$ cat src/rtl/skl_pkg.sv
`timescale 1ns/1ps
package skl_pkg;
    // operand codes that pull one extra word from the instruction stream
    localparam logic [5:0] IDX_NW_LO = 6'h10;
    localparam logic [5:0] IDX_NW_HI = 6'h17;
    localparam logic [5:0] NW_ADDR   = 6'h1E;
    localparam logic [5:0] NW_LIT    = 6'h1F;

    typedef enum logic {
        FMT_BASIC = 1'b0,
        FMT_EXT   = 1'b1
    } skl_fmt_e;
endpackage

$ cat src/rtl/skl_opnd_len.sv
`timescale 1ns/1ps
module skl_opnd_len #(
    parameter int unsigned FLD_W = 6
) (
    input  logic [FLD_W-1:0] code_i,
    output logic             extra_o
);
    import skl_pkg::*;

    logic in_idx;
    logic in_nw;

    always_comb begin
        in_idx  = (code_i >= FLD_W'(IDX_NW_LO)) && (code_i <= FLD_W'(IDX_NW_HI));
        in_nw   = (code_i == FLD_W'(NW_ADDR)) || (code_i == FLD_W'(NW_LIT));
        extra_o = in_idx || in_nw;
    end

    // short literals never consume a word
    always_comb begin
        if (code_i[FLD_W-1]) begin
            p_short_lit_r4: assert (!extra_o);
        end
    end
endmodule

$ cat src/rtl/skl_len_sum.sv
`timescale 1ns/1ps
module skl_len_sum #(
    parameter int unsigned OPC_W = 4,
    parameter int unsigned LEN_W = 2
) (
    input  logic [OPC_W-1:0] opcode_i,
    input  logic             extra_a_i,
    input  logic             extra_b_i,
    output skl_pkg::skl_fmt_e fmt_o,
    output logic [LEN_W-1:0] len_o
);
    import skl_pkg::*;

    logic use_a;

    always_comb begin
        fmt_o = (opcode_i == '0) ? FMT_EXT : FMT_BASIC;
        use_a = (fmt_o == FMT_BASIC) && extra_a_i;
        len_o = LEN_W'(1) + LEN_W'(extra_b_i) + LEN_W'(use_a);
    end

    // the word itself is always counted
    always_comb begin
        p_min_one_r1: assert (len_o != '0);
    end
endmodule

$ cat src/rtl/skip_len_dec.sv
`timescale 1ns/1ps
module skip_len_dec #(
    parameter int unsigned WORD_W = 16,
    parameter int unsigned OPC_W  = 4,
    parameter int unsigned FLD_W  = 6,
    parameter int unsigned LEN_W  = 2
) (
    input  logic              clk,
    input  logic              rst_n,
    input  logic              valid_i,
    input  logic [WORD_W-1:0] instr_i,
    input  logic [WORD_W-1:0] pc_i,
    output logic [LEN_W-1:0]  len_o,
    output logic [WORD_W-1:0] next_pc_o,
    output logic              r_valid_o,
    output logic [WORD_W-1:0] r_next_pc_o,
    output logic [LEN_W-1:0]  r_len_o
);
    import skl_pkg::*;

    localparam int unsigned N_FLD = 2;

    typedef struct packed {
        logic              vld;
        logic [WORD_W-1:0] npc;
        logic [LEN_W-1:0]  len;
    } cap_t;

    logic [N_FLD-1:0] extra;
    skl_fmt_e         fmt;
    cap_t             cap_d, cap_q;

    // field 0 = bits 9:4, field 1 = bits 15:10
    for (genvar gi = 0; gi < N_FLD; gi++) begin : g_fld
        skl_opnd_len #(.FLD_W(FLD_W)) u_opnd (
            .code_i  (instr_i[OPC_W + gi*FLD_W +: FLD_W]),
            .extra_o (extra[gi])
        );
    end

    skl_len_sum #(.OPC_W(OPC_W), .LEN_W(LEN_W)) u_sum (
        .opcode_i  (instr_i[OPC_W-1:0]),
        .extra_a_i (extra[0]),
        .extra_b_i (extra[1]),
        .fmt_o     (fmt),
        .len_o     (len_o)
    );

    always_comb begin
        next_pc_o = pc_i + WORD_W'(len_o);
    end

    always_comb begin
        cap_d     = cap_q;
        cap_d.vld = valid_i;
        if (valid_i) begin
            cap_d.npc = next_pc_o;
            cap_d.len = len_o;
        end
    end

    always_ff @(posedge clk or negedge rst_n) begin
        if (!rst_n) cap_q <= '0;
        else        cap_q <= cap_d;
    end

    assign r_valid_o   = cap_q.vld;
    assign r_next_pc_o = cap_q.npc;
    assign r_len_o     = cap_q.len;

    p_len_range_r1: assert property (@(posedge clk) disable iff (!rst_n)
        (len_o >= LEN_W'(1)) && (len_o <= LEN_W'(3)));

    p_ext_single_r6: assert property (@(posedge clk) disable iff (!rst_n)
        (fmt == FMT_EXT) |-> (len_o != LEN_W'(3)));

    p_wrap_r7: assert property (@(posedge clk) disable iff (!rst_n)
        ((&pc_i) && len_o == LEN_W'(1)) |-> (next_pc_o == '0));

    p_capture_r9: assert property (@(posedge clk) disable iff (!rst_n)
        valid_i |=> (r_valid_o && r_next_pc_o == $past(next_pc_o) && r_len_o == $past(len_o)));

    p_hold_r9: assert property (@(posedge clk) disable iff (!rst_n)
        !valid_i |=> (!r_valid_o && $stable(r_next_pc_o) && $stable(r_len_o)));
endmodule

$ cat config.mk
export PLATFORM = sky130hd
export DESIGN_NAME = skip_len_dec
export DESIGN_NICKNAME = d
export VERILOG_FILES = /design/src/rtl/skl_pkg.sv /design/src/rtl/skl_opnd_len.sv /design/src/rtl/skl_len_sum.sv /design/src/rtl/skip_len_dec.sv
export SDC_FILE = /design/constraint.sdc
export NUM_CORES = 1
export LEC_CHECK = 0
export ABC_AREA = 0
export BUFFER_PORTS_ARGS = -buffer_cell sky130_fd_sc_hd__buf_2
export CORE_MARGIN = 2
export CORE_UTILIZATION = 40
export DETAILED_ROUTE_END_ITERATION = 12
export HOLD_SLACK_MARGIN = 0.1
export PLACE_DENSITY = 0.76
export RECOVER_POWER = 25
export SETUP_SLACK_MARGIN = 0.05
export SLEW_MARGIN = 10
export SYNTH_ARGS = -nofsm -noshare
export SYNTH_HDL_FRONTEND = slang
export SYNTH_SLANG_ARGS = --single-unit
export TNS_END_PERCENT = 1
$ cat constraint.sdc
create_clock -name clk -period 5.44 [get_ports clk]
set_clock_uncertainty 0.15 [all_clocks]
set_input_delay 1.088 -clock clk [delete_from_list [all_inputs] [get_ports clk]]
set_output_delay 1.088 -clock clk [all_outputs]
set_load 0.005 [all_outputs]
Word level (Yosys, flattened, before mapping)
Cells that the tools add are included.
W data, S select, Z words.
- output and inout bits: 37
- bits in latches: 0
- memories kept: 0
- ROM bits: 0
- register bits after elaboration: 19
- RAM bits: 0
- bits of input ports: 35
- logic and storage cells: 24
- mux-type cells: 1
- div/mod/pow operators: 0
- add/subtract/negate cells: 3
- multiply operators: 0
- equal/unequal tests: 4
- bitwise logic cells: 1
- reductions and logical operators: 8
- $lt $le $gt $ge: 4
- shift operators: 0
- operators with widths (operator ; count):
    $eq A6 B5 Y1 const B ; 4
    $add A16 B2 Y16 ; 1
    $ge A6 B5 Y1 const B ; 2
    $le A6 B5 Y1 const B ; 2
    $logic_not A4 Y1 ; 1
    $logic_or A1 B1 Y1 ; 4
    $logic_and A1 B1 Y1 ; 3
    $add A1 B1 Y2 const A ; 1
    $add A2 B1 Y2 ; 1
    $mux W1 ; 1
    $not A1 Y1 ; 1

Longest topological paths before layout
- word-level depth: 6
- mapped depth: 11
- mapped depth without buffers: 11

Modules after synthesis
A second synthesis with hierarchy kept.
- cells, all modules: 99
- area total of the unflattened synthesis: 1094.8 µm²
- modules (own cells, without submodules) (module ; cells each ; instances ; seq. area each (µm²) ; area an instance (µm²)):
    skip_len_dec ; 87 ; 1 ; 475.5 ; 1011.0
    skl_len_sum ; 6 ; 1 ; 0.0 ; 46.3
    skl_opnd_len ; 3 ; 2 ; 0.0 ; 18.8

Worst setup path after synthesis
Ideal clock, no wire load.
- path type: in2out
- start point: in instr_i[3]
- end point: out next_pc_o[14]
- data required time: 4.202 ns
- data arrival time: 2.874 ns
- path slack: 1.328 ns
- cell stages on the path: 10
- buffers on the path: 0
- path through: nor4_1 > a21oi_1 > nand3b_1 > ha_1 > inv_1 > ha_1 > fa_1 > nand4_2 > nor4_1 > xor2_1
- word-level cells in the longest chain between the ends: 6
- ends and longest elaborated chain (element ; line ; text):
    start, declared ; skip_len_dec.sv:11 ; input logic [WORD_W-1:0] instr_i,
    $logic_not A4 Y1 ; skl_len_sum.sv:17 ; fmt_o = (opcode_i == '0) ? FMT_EXT : FMT_BASIC;
    $mux W1 ; skl_len_sum.sv:17 ;
    $not A1 Y1 ; skl_len_sum.sv:18 ; use_a = (fmt_o == FMT_BASIC) && extra_a_i;
    $logic_and A1 B1 Y1 ; skl_len_sum.sv:18 ;
    $add A2 B1 Y2 ; skl_len_sum.sv:19 ; len_o = LEN_W'(1) + LEN_W'(extra_b_i) + LEN_W'(use_a);
    via len_o[0] ; skip_len_dec.sv:13 ; output logic [LEN_W-1:0] len_o,
    $add A16 B2 Y16 ; skip_len_dec.sv:50 ; next_pc_o = pc_i + WORD_W'(len_o);
    end, declared ; skip_len_dec.sv:14 ; output logic [WORD_W-1:0] next_pc_o,
The timed path passes the listed nets, and every way through them passes these cells.

Worst setup path after layout
- start point: in instr_i[3]
- end point: out next_pc_o[14]
- word-level cells in the longest chain between the ends: 6
- ends and longest elaborated chain (element ; line):
    $logic_not A4 Y1 ; skl_len_sum.sv:17
    $mux W1 ; skl_len_sum.sv:17
    $not A1 Y1 ; skl_len_sum.sv:18
    $logic_and A1 B1 Y1 ; skl_len_sum.sv:18
    $add A2 B1 Y2 ; skl_len_sum.sv:19
    $add A16 B2 Y16 ; skip_len_dec.sv:50
No other way between the ends.

==> flow_metrics.py <==
metrics = {
    "run_status": {
        "outcome": "finished clean",
    },
    "detailed_routing": {
        "viasPerCell": 4.98,
        "drtPass1Iterations": 3,
        "drt_first_iter_violations": 16,
        "wl_mm": 2.69,
        "vias": 1006,
        "post_drt_wl_per_cell_um": 13.3,
        "ant_nets": 0,
        "drcViolationCount": 0,
    },
    "timing": {
        "fin_crit_sh_pct": 84.0,
        "worst_pin_slew_ps": 1040,
        "final_max_slew_viol_count": 0,
        "tns_ps": 0,
        "fin_crit_ps": 4570,
        "relSlewSlack_pct": 30.3,
        "fmax_ghz": 0.219,
        "rsz0062_at_grt": "no",
        "finalHoldViolations": 0,
        "final-setup-viol-count": 0,
    },
    "placed_design": {
        "io_buffers": 69,
        "gp_congestion": 0.775,
        "dp_hpwl_mm": 2.18,
    },
    "synthesis": {
        "avgSynthCellArea_um2": 11.1,
        "seq_area_frac_synth_pct": 42.7,
        "synth-async-reset-ratio_pct": 100,
        "syn_nets": 139,
        "synth_edf_count": 0,
        "syn_area_um2": 1110,
        "synth_seq_cells": 19,
        "synth_cell_types": 28,
        "ys_warn_count": 0,
        "synthCells": 100,
        "ys.flop_type": "dfrtp_1",
    },
    "layout": {
        "seq_area_um2": 475,
        "multi_input_area_um2": 609,
        "drive_gt1_share_pct": 55.0,
        "post-route-util_pct": 56.3,
        "n_fill_cell": 253,
        "antennaDiodeCount": 0,
        "nets": 211,
        "area.growth.synth_to_final_pct": 36.0,
    },
    "clocking": {
        "cts_tree": "built",
        "h-tree-depth": 1,
        "cts_max_path_buffers": 2,
        "cts_setup_buffers": 0,
        "numCtsBuffers": 3,
        "clock_sinks": 19,
        "cts_hold_buf": 0,
        "clock_latency_ps": 290,
        "path_clk_slew_ps": 100,
        "cts_resized": 0,
        "cts_root_buf": "clkbuf_4",
    },
    "floorplan": {
        "die_x_um": 56.7,
        "pin_count": 72,
        "die_area_um2": 3220,
        "rows": 19,
        "core_um2": 2690,
        "start_util_pct": 41.4,
        "die_h_um": 56.7,
    },
    "pwr": {
        "pwr-share-seq_pct": 49.4,
        "powerDensity_nw_per_um2": 223,
        "p_switching_uw": 98.5,
        "p_clk_share_pct": 21.1,
        "power_frac_comb_pct": 29.5,
        "switching_share_pct": 29.2,
        "internal_power_uw": 238,
        "vdd_drop_max_uv": 164,
        "p_leak_nw": 0.752,
        "power.total_uw": 337,
    },
    "critical_path": {
        "worstPathMaxFanout": 4,
        "setup.worst_path.end_class": "output port",
        "critPathRequiredTime_ps": 4200,
        "cp.arrival_ps": 3330,
        "critical_path_class": "input pin to output port",
        "crit_chain": "buf_2 > nor4_1 > a21oi_1 > nand3b_1 > ha_1 > inv_1 > ha_1 > fa_1 > nand4_2 > nor4_1 > xor2_1 > buf_2",
        "cp_slowest_cell": "nor4_1",
        "slowest_delay_ps": 400,
        "worstSetupStartpointType": "input pin",
    },
    "global_route": {
        "grt_pass1_vias": 1180,
        "grt_max_degree": 20,
        "grt_overflow": 0,
        "grt_pass1_wl_mm": 4.75,
        "antenna_found_initial": 0,
        "track_usage_pct": 18.6,
    },
    "min_path": {
        "hold_class": "flip-flop to flip-flop",
    },
    "run": {
        "drv_cap": 0,
    },
}
[stage by stage]
stage                     hold WS (ps)  cells  setup slack, ps  instance area (um^2)
after global routing               384    202              545                  1510
after global placement             334    198              929                  1490
after CTS                          366    202              878                  1510
after floorplan                    348    100             1330                  1110
final                              360    202              871                  1510
after detailed placement           341    198              895                  1490
[worst max-delay path, delay by kind of cell]
kind / cells / cell delay [ps]
buf+inv: 3 / 340
simple gates: 4 / 890
fa+ha+maj: 3 / 720
xor+xnor: 1 / 210
compound gates: 1 / 70
[placed cells by master, fill, tap and decap left out, drive strengths merged]
master  instances
nand2           6
xnor2           3
nor3            3
nand3b          2
nor4b           1
dfrtp          19
nor4            5
xor2           10
and3            1
clkbuf          5
mux2           15
nand4           4
nor2           10
inv             5
nand3           5
or2b            1
fa              1
a21oi           2
ha              3
a31o            1
buf            68
a31oi           1
[path summary, 6_finish.rpt]
path                       slack, ps                    from  cells past startpoint                           to
min in group asynchronous        800                   rst_n                      1  r_next_pc_o[13]$_DFFE_PN0P_
max in group asynchronous       3720                   rst_n                      1   r_next_pc_o[1]$_DFFE_PN0P_
max                              870              instr_i[3]                     12                next_pc_o[14]
min reg2reg                      360  r_len_o[0]$_DFFE_PN0P_                      1       r_len_o[0]$_DFFE_PN0P_
max reg2reg                     4530  r_len_o[1]$_DFFE_PN0P_                      1       r_len_o[1]$_DFFE_PN0P_
min                              360  r_len_o[0]$_DFFE_PN0P_                      1       r_len_o[0]$_DFFE_PN0P_
[synthesized netlist by cell type, types with 2 or more instances]
cell      number  area share [%]
nor4_2         2             2.2
inv_1          5             1.7
mux2_2        14              14
nand4_1        3             1.7
nand2_1        6             2.0
xnor2_1        3             2.4
nand3_1        3             1.3
nand3b_1       2             1.3
dfrtp_1       19              43
nor3_1         3             1.3
ha_1           3             3.4
xor2_1        10             7.9
nor4_1         3             1.7
nor2_1        10             3.4
[flip-flops by register name, indices dropped and copies added, names as in the netlist]
signal	cells
r_len_o	2
r_next_pc_o	16
r_valid_o	1
[cell type report]
type                            count  share of cell area, %
Multi-Input combinational cell     74                   40.3
Sequential cell                    19                   31.4
Timing Repair Buffer               69                   22.7
Tap cell                           31                   2.56
Clock buffer                        4                   1.74
Inverter                            5                   1.24
[layer usage]
metal / vias to the layer above / track usage (%) / part of all wire (%)
li1: 497 / - / -
met1: 479 / 20.6 / 40
met2: 28 / 33.2 / 53
met5: - / 0 / 0
met3: 2 / 4.84 / 5.9
met4: 0 / 8.31 / 0.56
[kinds of logic after synthesis]
kind of cell,after synthesis,share of synthesized area [%]
AO/OA/AOI/OAI,4,2.59
XOR/XNOR,13,10.2
adder cells (fa/ha/maj),4,5.17
buffers and inverters,7,2.47
flip-flops,19,42.7
multiplexers,15,15.5
AND/OR/NAND/NOR,38,21.3
[power by group through the flow]
stage / registers, mW / clock network (mW) / logic (mW)
final: 0.166 / 0.0709 / 0.0995
after global routing: 0.169 / 0.0786 / 0.112
after CTS: 0.167 / 0.0742 / 0.101
after detailed placement: 0.170 / 0 / 0.101
after global placement: 0.169 / 0 / 0.0982
after floorplan: 0.171 / 0 / 0.0442
Note: power is estimated with default switching activity, not from simulation.
